**config.mk**
```make
export PLATFORM = sky130hd
export DESIGN_NAME = dom_perm_check
export DESIGN_NICKNAME = d
export VERILOG_FILES = /design/src/rtl/dom_perm_pkg.sv /design/src/rtl/dom_perm_ctl.sv /design/src/rtl/dom_perm_dp.sv /design/src/rtl/dom_perm_check.sv
export SDC_FILE = /design/constraint.sdc
export NUM_CORES = 1
export LEC_CHECK = 0
export BUFFER_PORTS_ARGS = -buffer_cell sky130_fd_sc_hd__buf_2
export CAP_MARGIN = 30
export CELL_PAD_IN_SITES_DETAIL_PLACEMENT = 1
export CELL_PAD_IN_SITES_GLOBAL_PLACEMENT = 1
export CORE_UTILIZATION = 21
export DETAILED_ROUTE_END_ITERATION = 16
export PLACE_DENSITY_LB_ADDON = 0.1
export SLEW_MARGIN = 0
export SYNTH_ARGS = -nofsm -noshare
export SYNTH_HDL_FRONTEND = slang
export SYNTH_SLANG_ARGS = --single-unit
```
**constraint.sdc**
```tcl
create_clock -name clk -period 3.71 [get_ports clk]
set_clock_uncertainty 0.15 [all_clocks]
set_input_delay 0.5565 -clock clk [delete_from_list [all_inputs] [get_ports clk]]
set_output_delay 0.5565 -clock clk [all_outputs]
set_load 0.01 [all_outputs]
```
**src/rtl/dom_perm_pkg.sv**
```systemverilog
package dom_perm_pkg;

  typedef enum logic [2:0] {
    KIND_NONE     = 3'd0,
    KIND_SMALL    = 3'd1,
    KIND_LARGE    = 3'd2,
    KIND_SECTION  = 3'd3,
    KIND_EXTSMALL = 3'd4,
    KIND_TINY     = 3'd5
  } mapKind_e;

  typedef enum logic [1:0] {
    FLT_NONE       = 2'd0,
    FLT_SEC_DOMAIN = 2'd1,
    FLT_SEC_PERM   = 2'd2,
    FLT_SUB_PERM   = 2'd3
  } fault_e;

  localparam logic [1:0] ACC_DENY    = 2'd0;
  localparam logic [1:0] ACC_CLIENT  = 2'd1;
  localparam logic [1:0] ACC_RESV    = 2'd2;
  localparam logic [1:0] ACC_MANAGER = 2'd3;

  localparam int SUB_W   = 2;
  localparam int NUM_SUB = 1 << SUB_W;

  typedef struct packed {
    logic domFault;
    logic permCheck;
    logic recordDom;
  } ctlStrobe_t;

endpackage

```
**src/rtl/dom_perm_ctl.sv**
```systemverilog
module dom_perm_ctl
  import dom_perm_pkg::*;
#(
  parameter int DOM_W = 4
) (
  input  logic                        chkValid,
  input  logic [2*(1<<DOM_W)-1:0]     domainCtl,
  input  logic [DOM_W-1:0]            entDomain,
  output ctlStrobe_t                  strobe
);

  localparam int NUM_DOM = 1 << DOM_W;

  logic [1:0] fieldArr [NUM_DOM];
  logic [1:0] accField;

  for (genvar gi = 0; gi < NUM_DOM; gi++) begin : g_field
    assign fieldArr[gi] = domainCtl[2*gi +: 2];
  end

  assign accField = fieldArr[entDomain];

  always_comb begin
    strobe = '0;
    strobe.recordDom = chkValid;
    if (chkValid) begin
      case (accField)
        ACC_DENY, ACC_RESV: strobe.domFault  = 1'b1;
        ACC_CLIENT:         strobe.permCheck = 1'b1;
        default:            ;
      endcase
    end
  end

endmodule

```
**src/rtl/dom_perm_dp.sv**
```systemverilog
module dom_perm_dp
  import dom_perm_pkg::*;
#(
  parameter int ADDR_W    = 32,
  parameter int DOM_W     = 4,
  parameter int SMALL_LSB = 10,
  parameter int LARGE_LSB = 14,
  parameter int AP_LSB    = 4
) (
  input  logic                          clk,
  input  logic                          rstN,
  input  ctlStrobe_t                    strobe,
  input  logic [ADDR_W-1:0]             vaddr,
  input  logic                          isRead,
  input  logic                          isUser,
  input  logic                          sysProt,
  input  logic                          romProt,
  input  logic [DOM_W-1:0]              entDomain,
  input  logic [AP_LSB+2*NUM_SUB-1:0]   entPerms,
  input  logic [2:0]                    entKind,
  output logic [1:0]                    faultCode,
  output logic [DOM_W-1:0]              lastDomain
);

  localparam int PERM_W = AP_LSB + 2*NUM_SUB;
  localparam logic [ADDR_W-1:0] ADDR_USED =
    (ADDR_W'(3) << SMALL_LSB) | (ADDR_W'(3) << LARGE_LSB);
  localparam logic [PERM_W-1:0] PERM_LOW = PERM_W'((1 << AP_LSB) - 1);

  mapKind_e   kind;
  logic [SUB_W-1:0] subIdx;
  logic [1:0] apArr [NUM_SUB];
  logic [1:0] apSel;
  logic       permOk;
  fault_e     fault;
  logic       unusedAddr;
  logic       unusedPerm;

  assign kind       = mapKind_e'(entKind);
  assign unusedAddr = ^(vaddr & ~ADDR_USED);
  assign unusedPerm = ^(entPerms & PERM_LOW);

  // subpage selection depends on the page size
  always_comb begin
    case (kind)
      KIND_SMALL:   subIdx = vaddr[SMALL_LSB +: SUB_W];
      KIND_LARGE:   subIdx = vaddr[LARGE_LSB +: SUB_W];
      KIND_SECTION: subIdx = SUB_W'(NUM_SUB - 1);
      default:      subIdx = '0;
    endcase
  end

  for (genvar gs = 0; gs < NUM_SUB; gs++) begin : g_ap
    assign apArr[gs] = entPerms[AP_LSB + 2*gs +: 2];
  end

  assign apSel = apArr[subIdx];

  always_comb begin
    case (apSel)
      2'd0:    permOk = isRead && ((sysProt && !isUser) || romProt);
      2'd1:    permOk = !isUser;
      2'd2:    permOk = isRead || !isUser;
      default: permOk = 1'b1;
    endcase
  end

  always_comb begin
    fault = FLT_NONE;
    if (strobe.domFault)
      fault = FLT_SEC_DOMAIN;
    else if (strobe.permCheck && !permOk)
      fault = (kind == KIND_SECTION) ? FLT_SEC_PERM : FLT_SUB_PERM;
  end

  assign faultCode = fault;

  always_ff @(posedge clk) begin
    if (!rstN)
      lastDomain <= '0;
    else if (strobe.recordDom)
      lastDomain <= entDomain;
  end

  p_open_code_r6: assert property (@(posedge clk) disable iff (!rstN)
    (strobe.permCheck && apSel == 2'd3) |-> faultCode == 2'd0);

  p_sec_perm_kind_r7: assert property (@(posedge clk) disable iff (!rstN)
    (faultCode == 2'd2) |-> (entKind == 3'd3));

  p_last_take_r8: assert property (@(posedge clk) disable iff (!rstN)
    strobe.recordDom |=> lastDomain == $past(entDomain));

  p_last_hold_r8: assert property (@(posedge clk) disable iff (!rstN)
    !strobe.recordDom |=> $stable(lastDomain));

endmodule

```
**src/rtl/dom_perm_check.sv**
```systemverilog
module dom_perm_check
  import dom_perm_pkg::*;
#(
  parameter int ADDR_W    = 32,
  parameter int DOM_W     = 4,
  parameter int SMALL_LSB = 10,
  parameter int LARGE_LSB = 14,
  parameter int AP_LSB    = 4
) (
  input  logic                          clk,
  input  logic                          rstN,
  input  logic                          chkValid,
  input  logic [ADDR_W-1:0]             vaddr,
  input  logic                          isRead,
  input  logic                          isUser,
  input  logic                          sysProt,
  input  logic                          romProt,
  input  logic [2*(1<<DOM_W)-1:0]       domainCtl,
  input  logic [DOM_W-1:0]              entDomain,
  input  logic [AP_LSB+2*NUM_SUB-1:0]   entPerms,
  input  logic [2:0]                    entKind,
  output logic [1:0]                    faultCode,
  output logic [DOM_W-1:0]              lastDomain
);

  ctlStrobe_t strobe;
  logic [1:0] portField;

  dom_perm_ctl #(.DOM_W(DOM_W)) u_ctl (
    .chkValid  (chkValid),
    .domainCtl (domainCtl),
    .entDomain (entDomain),
    .strobe    (strobe)
  );

  dom_perm_dp #(
    .ADDR_W(ADDR_W), .DOM_W(DOM_W), .SMALL_LSB(SMALL_LSB),
    .LARGE_LSB(LARGE_LSB), .AP_LSB(AP_LSB)
  ) u_dp (
    .clk        (clk),
    .rstN       (rstN),
    .strobe     (strobe),
    .vaddr      (vaddr),
    .isRead     (isRead),
    .isUser     (isUser),
    .sysProt    (sysProt),
    .romProt    (romProt),
    .entDomain  (entDomain),
    .entPerms   (entPerms),
    .entKind    (entKind),
    .faultCode  (faultCode),
    .lastDomain (lastDomain)
  );

  assign portField = domainCtl[2*entDomain +: 2];

  p_dom_fault_r2: assert property (@(posedge clk) disable iff (!rstN)
    (chkValid && (portField == 2'd0 || portField == 2'd2)) |-> faultCode == 2'd1);

  p_manager_free_r3: assert property (@(posedge clk) disable iff (!rstN)
    (chkValid && portField == 2'd3) |-> faultCode == 2'd0);

  p_idle_quiet_r9: assert property (@(posedge clk) disable iff (!rstN)
    !chkValid |-> faultCode == 2'd0);

endmodule

```
==> reports/metrics.csv <==
stage,metric,value,unit
logic_synthesis,synthArstFlopShare,0,%
logic_synthesis,synth_seq_cells,4,
worst_setup_path,cp-start-kind,primary input,
pwr,combPwrFrac,49.4,%
run,drv_cap,0,
clock_network,postCtsHoldBufs,0,
logic_synthesis,yosysSeqAreaShare,11.5,%
worst_setup_path,worstPathMaxFanout,9,
cells_and_area,top_regs,u_dp.lastDomain: 4 flops,
sta,tightest_slew,417,ps
cells_and_area,drive_above_1_share,57.7,%
logic_synthesis,synth_edf_count,0,
pwr,p_per_area,189,nW/um^2
sta,hold_viol,0,
cells_and_area,nets,222,
clock_network,htree_levels,1,
pwr,pwr-share-seq,23.5,%
sta,period_share,87.9,%
global_routing,grt.total_usage,12.6,%
route,dr.pass1.iters,4,
global_routing,antenna_found_initial,0,
worst_setup_path,cp-startpoint,entDomain[0],
placement,dp_hpwl,1.92,mm
clock_network,cts.clk_slew.worst_paths,40,ps
logic_synthesis,synth_top_area_share,30.1,%
worst_setup_path,crit_path_end_kind,output pin,
floorplan,die_w,59.7,microns
route,drc_errors,0,
worst_setup_path,path_class,in -> out,
floorplan,die_area,3560,sq um
placement,gp_congestion,0.720,
worst_setup_path,r2r_start,u_dp.lastDomain[0]$_SDFFE_PN0P_,
min_path,min-delay-start,u_dp.lastDomain[3]$_SDFFE_PN0P_,
floorplan,io_pins,96,
sta,hold-worst-slack,327,ps
clock_network,clk_latency,230,ps
logic_synthesis,synth_top_flop_cell,dfxtp_1,
route,routedWlPerCell,12.3,microns
cells_and_area,insertedDiodeCount,0,
logic_synthesis,ys_types,27,
logic_synthesis,synth_warnings,0,
logic_synthesis,ys_top_cells_by_count,"mux4_1 (8), inv_1 (5), nand2_1 (5)",
clock_network,cts_buffers,3,
cells_and_area,registers.top_by_ff_count,u_dp.lastDomain,
clock_network,cts_tree,built,
sta,rsz0062_at_grt,false,
pwr,p_clk_share,27.1,%
route,viasPerCell,4.68,
global_routing,grt_pass1_wl,3.39,mm
sta,relSlewSlack,71.5,%
clock_network,cts_resized,0,
sta,finalCriticalPeriod,3260,ps
clock_network,cts-root-buf,clkbuf_4,
route,drtIter0Drc,23,
floorplan,core_area,3100,sq um
route,routed_wl,2.14,mm
sta,slew_viol_final,0,
global_routing,grt_max_degree,10,
global_routing,overflow,0,
run_status,status,finished clean,
logic_synthesis,synthTopCellsByArea,"mux4_1 (30%), dfxtp_1 (11%), mux4_2 (6.5%), buf_6 (4.8%), mux2i_1 (4.3%)",
pwr,switching_share,30.1,%
pwr,p_int,0.000140,W
logic_synthesis,synth_cells,67,
sta,max_freq,307,MHz
placement,numPortBuffers,63,
cells_and_area,largest_reg_flops,4,
worst_setup_path,arrival,2550,ps
pwr,p_switching,0.0000604,W
cells_and_area,syn2layout_area_growth,51.4,%
floorplan,die_h,59.7,microns
logic_synthesis,synthesis.area,698,sq um
logic_synthesis,post-synth-top-count-cell,mux4_1,
route,vias,814,
pwr,p_leak,0.528,nW
sta,tns,0,ps
global_routing,grt_pass1_vias,814,
clock_network,clock-sinks,4,
floorplan,fp-row-count,20,
clock_network,ctsLongestPathBuffers,2,
floorplan,start_util,22.5,%
route,drt.antenna.violating_nets,0,
clock_network,postCtsSetupRepairBufs,0,
min_path,hp-class,reg -> reg,
pwr,max-vdd-ir-drop,76.1,uV
logic_synthesis,synth_area_per_cell,10.4,sq um
worst_setup_path,cp.required,3000,ps
sta,final-setup-viol-count,0,
logic_synthesis,synthesis.nets,157,
logic_synthesis,synth_top_cell_by_area,mux4_1,
-- stage by stage --
stage	util (%)	setup WS [ps]	instance area [sq um]	std cells	power, W
2_1_floorplan	-	739	698	67	0.000105
3_3_place_gp	33.3	440	1030	171	0.000146
3_5_place_dp	33.3	421	1030	171	0.000148
4_1_cts	34.1	417	1060	174	0.000205
5_1_grt	34.1	325	1060	174	0.000218
6_report	34.1	450	1060	174	0.000200
-- area by class of cell --
cell class	instances	area, sq um
clock buffers	3	22.5
inverters	5	18.8
well taps	44	55.1
flip-flops and latches	4	80.1
fillers	408	2050
multi-input cells	55	566
repair buffers	63	315
-- kinds of logic (layout without fill, tap and decap cells) --
kind of cell           Yosys count  count (layout)  synth area share [%]
AO/OA/AOI/OAI                   17              17                  17.4
AND/OR/NAND/NOR                 23              23                  19.5
multiplexers                    15              15                  44.1
flip-flops                       4               4                  11.5
buffers and inverters            8              71                  7.53
-- layer usage --
metal  global-route usage (%)  wire (microns)
met2                     21.4            1090
met1                     15.1             843
met3                     4.55             191
met4                     2.99              17
met5                        0               0
-- final timing paths --
check / end / slack, ps / cells past startpoint
hold reg to reg: u_dp.lastDomain[3]$_SDFFE_PN0P_ / 330 / 2
setup / recovery: faultCode[0] / 450 / 7
setup reg to reg: u_dp.lastDomain[0]$_SDFFE_PN0P_ / 2970 / 2
hold / removal: u_dp.lastDomain[3]$_SDFFE_PN0P_ / 330 / 2
-- worst max-delay path, cell delays in order --
cell and delay, ps:
buf_2 220, mux4_1 580, mux2_2 290, o22ai_2 200, or3b_1 370, o221ai_1 180
buf_2 160
-- power groups by stage --
| stage | registers, W | logic, W | clock network, W |
|---|---|---|---|
| 6_report | 0.0000470 | 0.0000990 | 0.0000543 |
| 5_1_grt | 0.0000472 | 0.000109 | 0.0000612 |
| 4_1_cts | 0.0000469 | 0.000101 | 0.0000573 |
| 3_5_place_dp | 0.0000476 | 0.000100 | 0 |
| 3_3_place_gp | 0.0000475 | 0.0000984 | 0 |
| 2_1_floorplan | 0.0000488 | 0.0000563 | 0 |
-- layout by cell type, fill, tap and decap left out, types with 3 or more instances in the layout --
master,Yosys,routed
buf_2,0,63
mux4_1,8,8
nand2_1,5,5
inv_1,5,5
a21oi_1,4,4
nor2b_1,4,4
dfxtp_1,4,4
o21ai_0,3,3
nand2b_1,3,3
nor3_1,3,3
mux2i_1,3,3
clkbuf_4,0,3
Power figures use the tool's default switching activity.
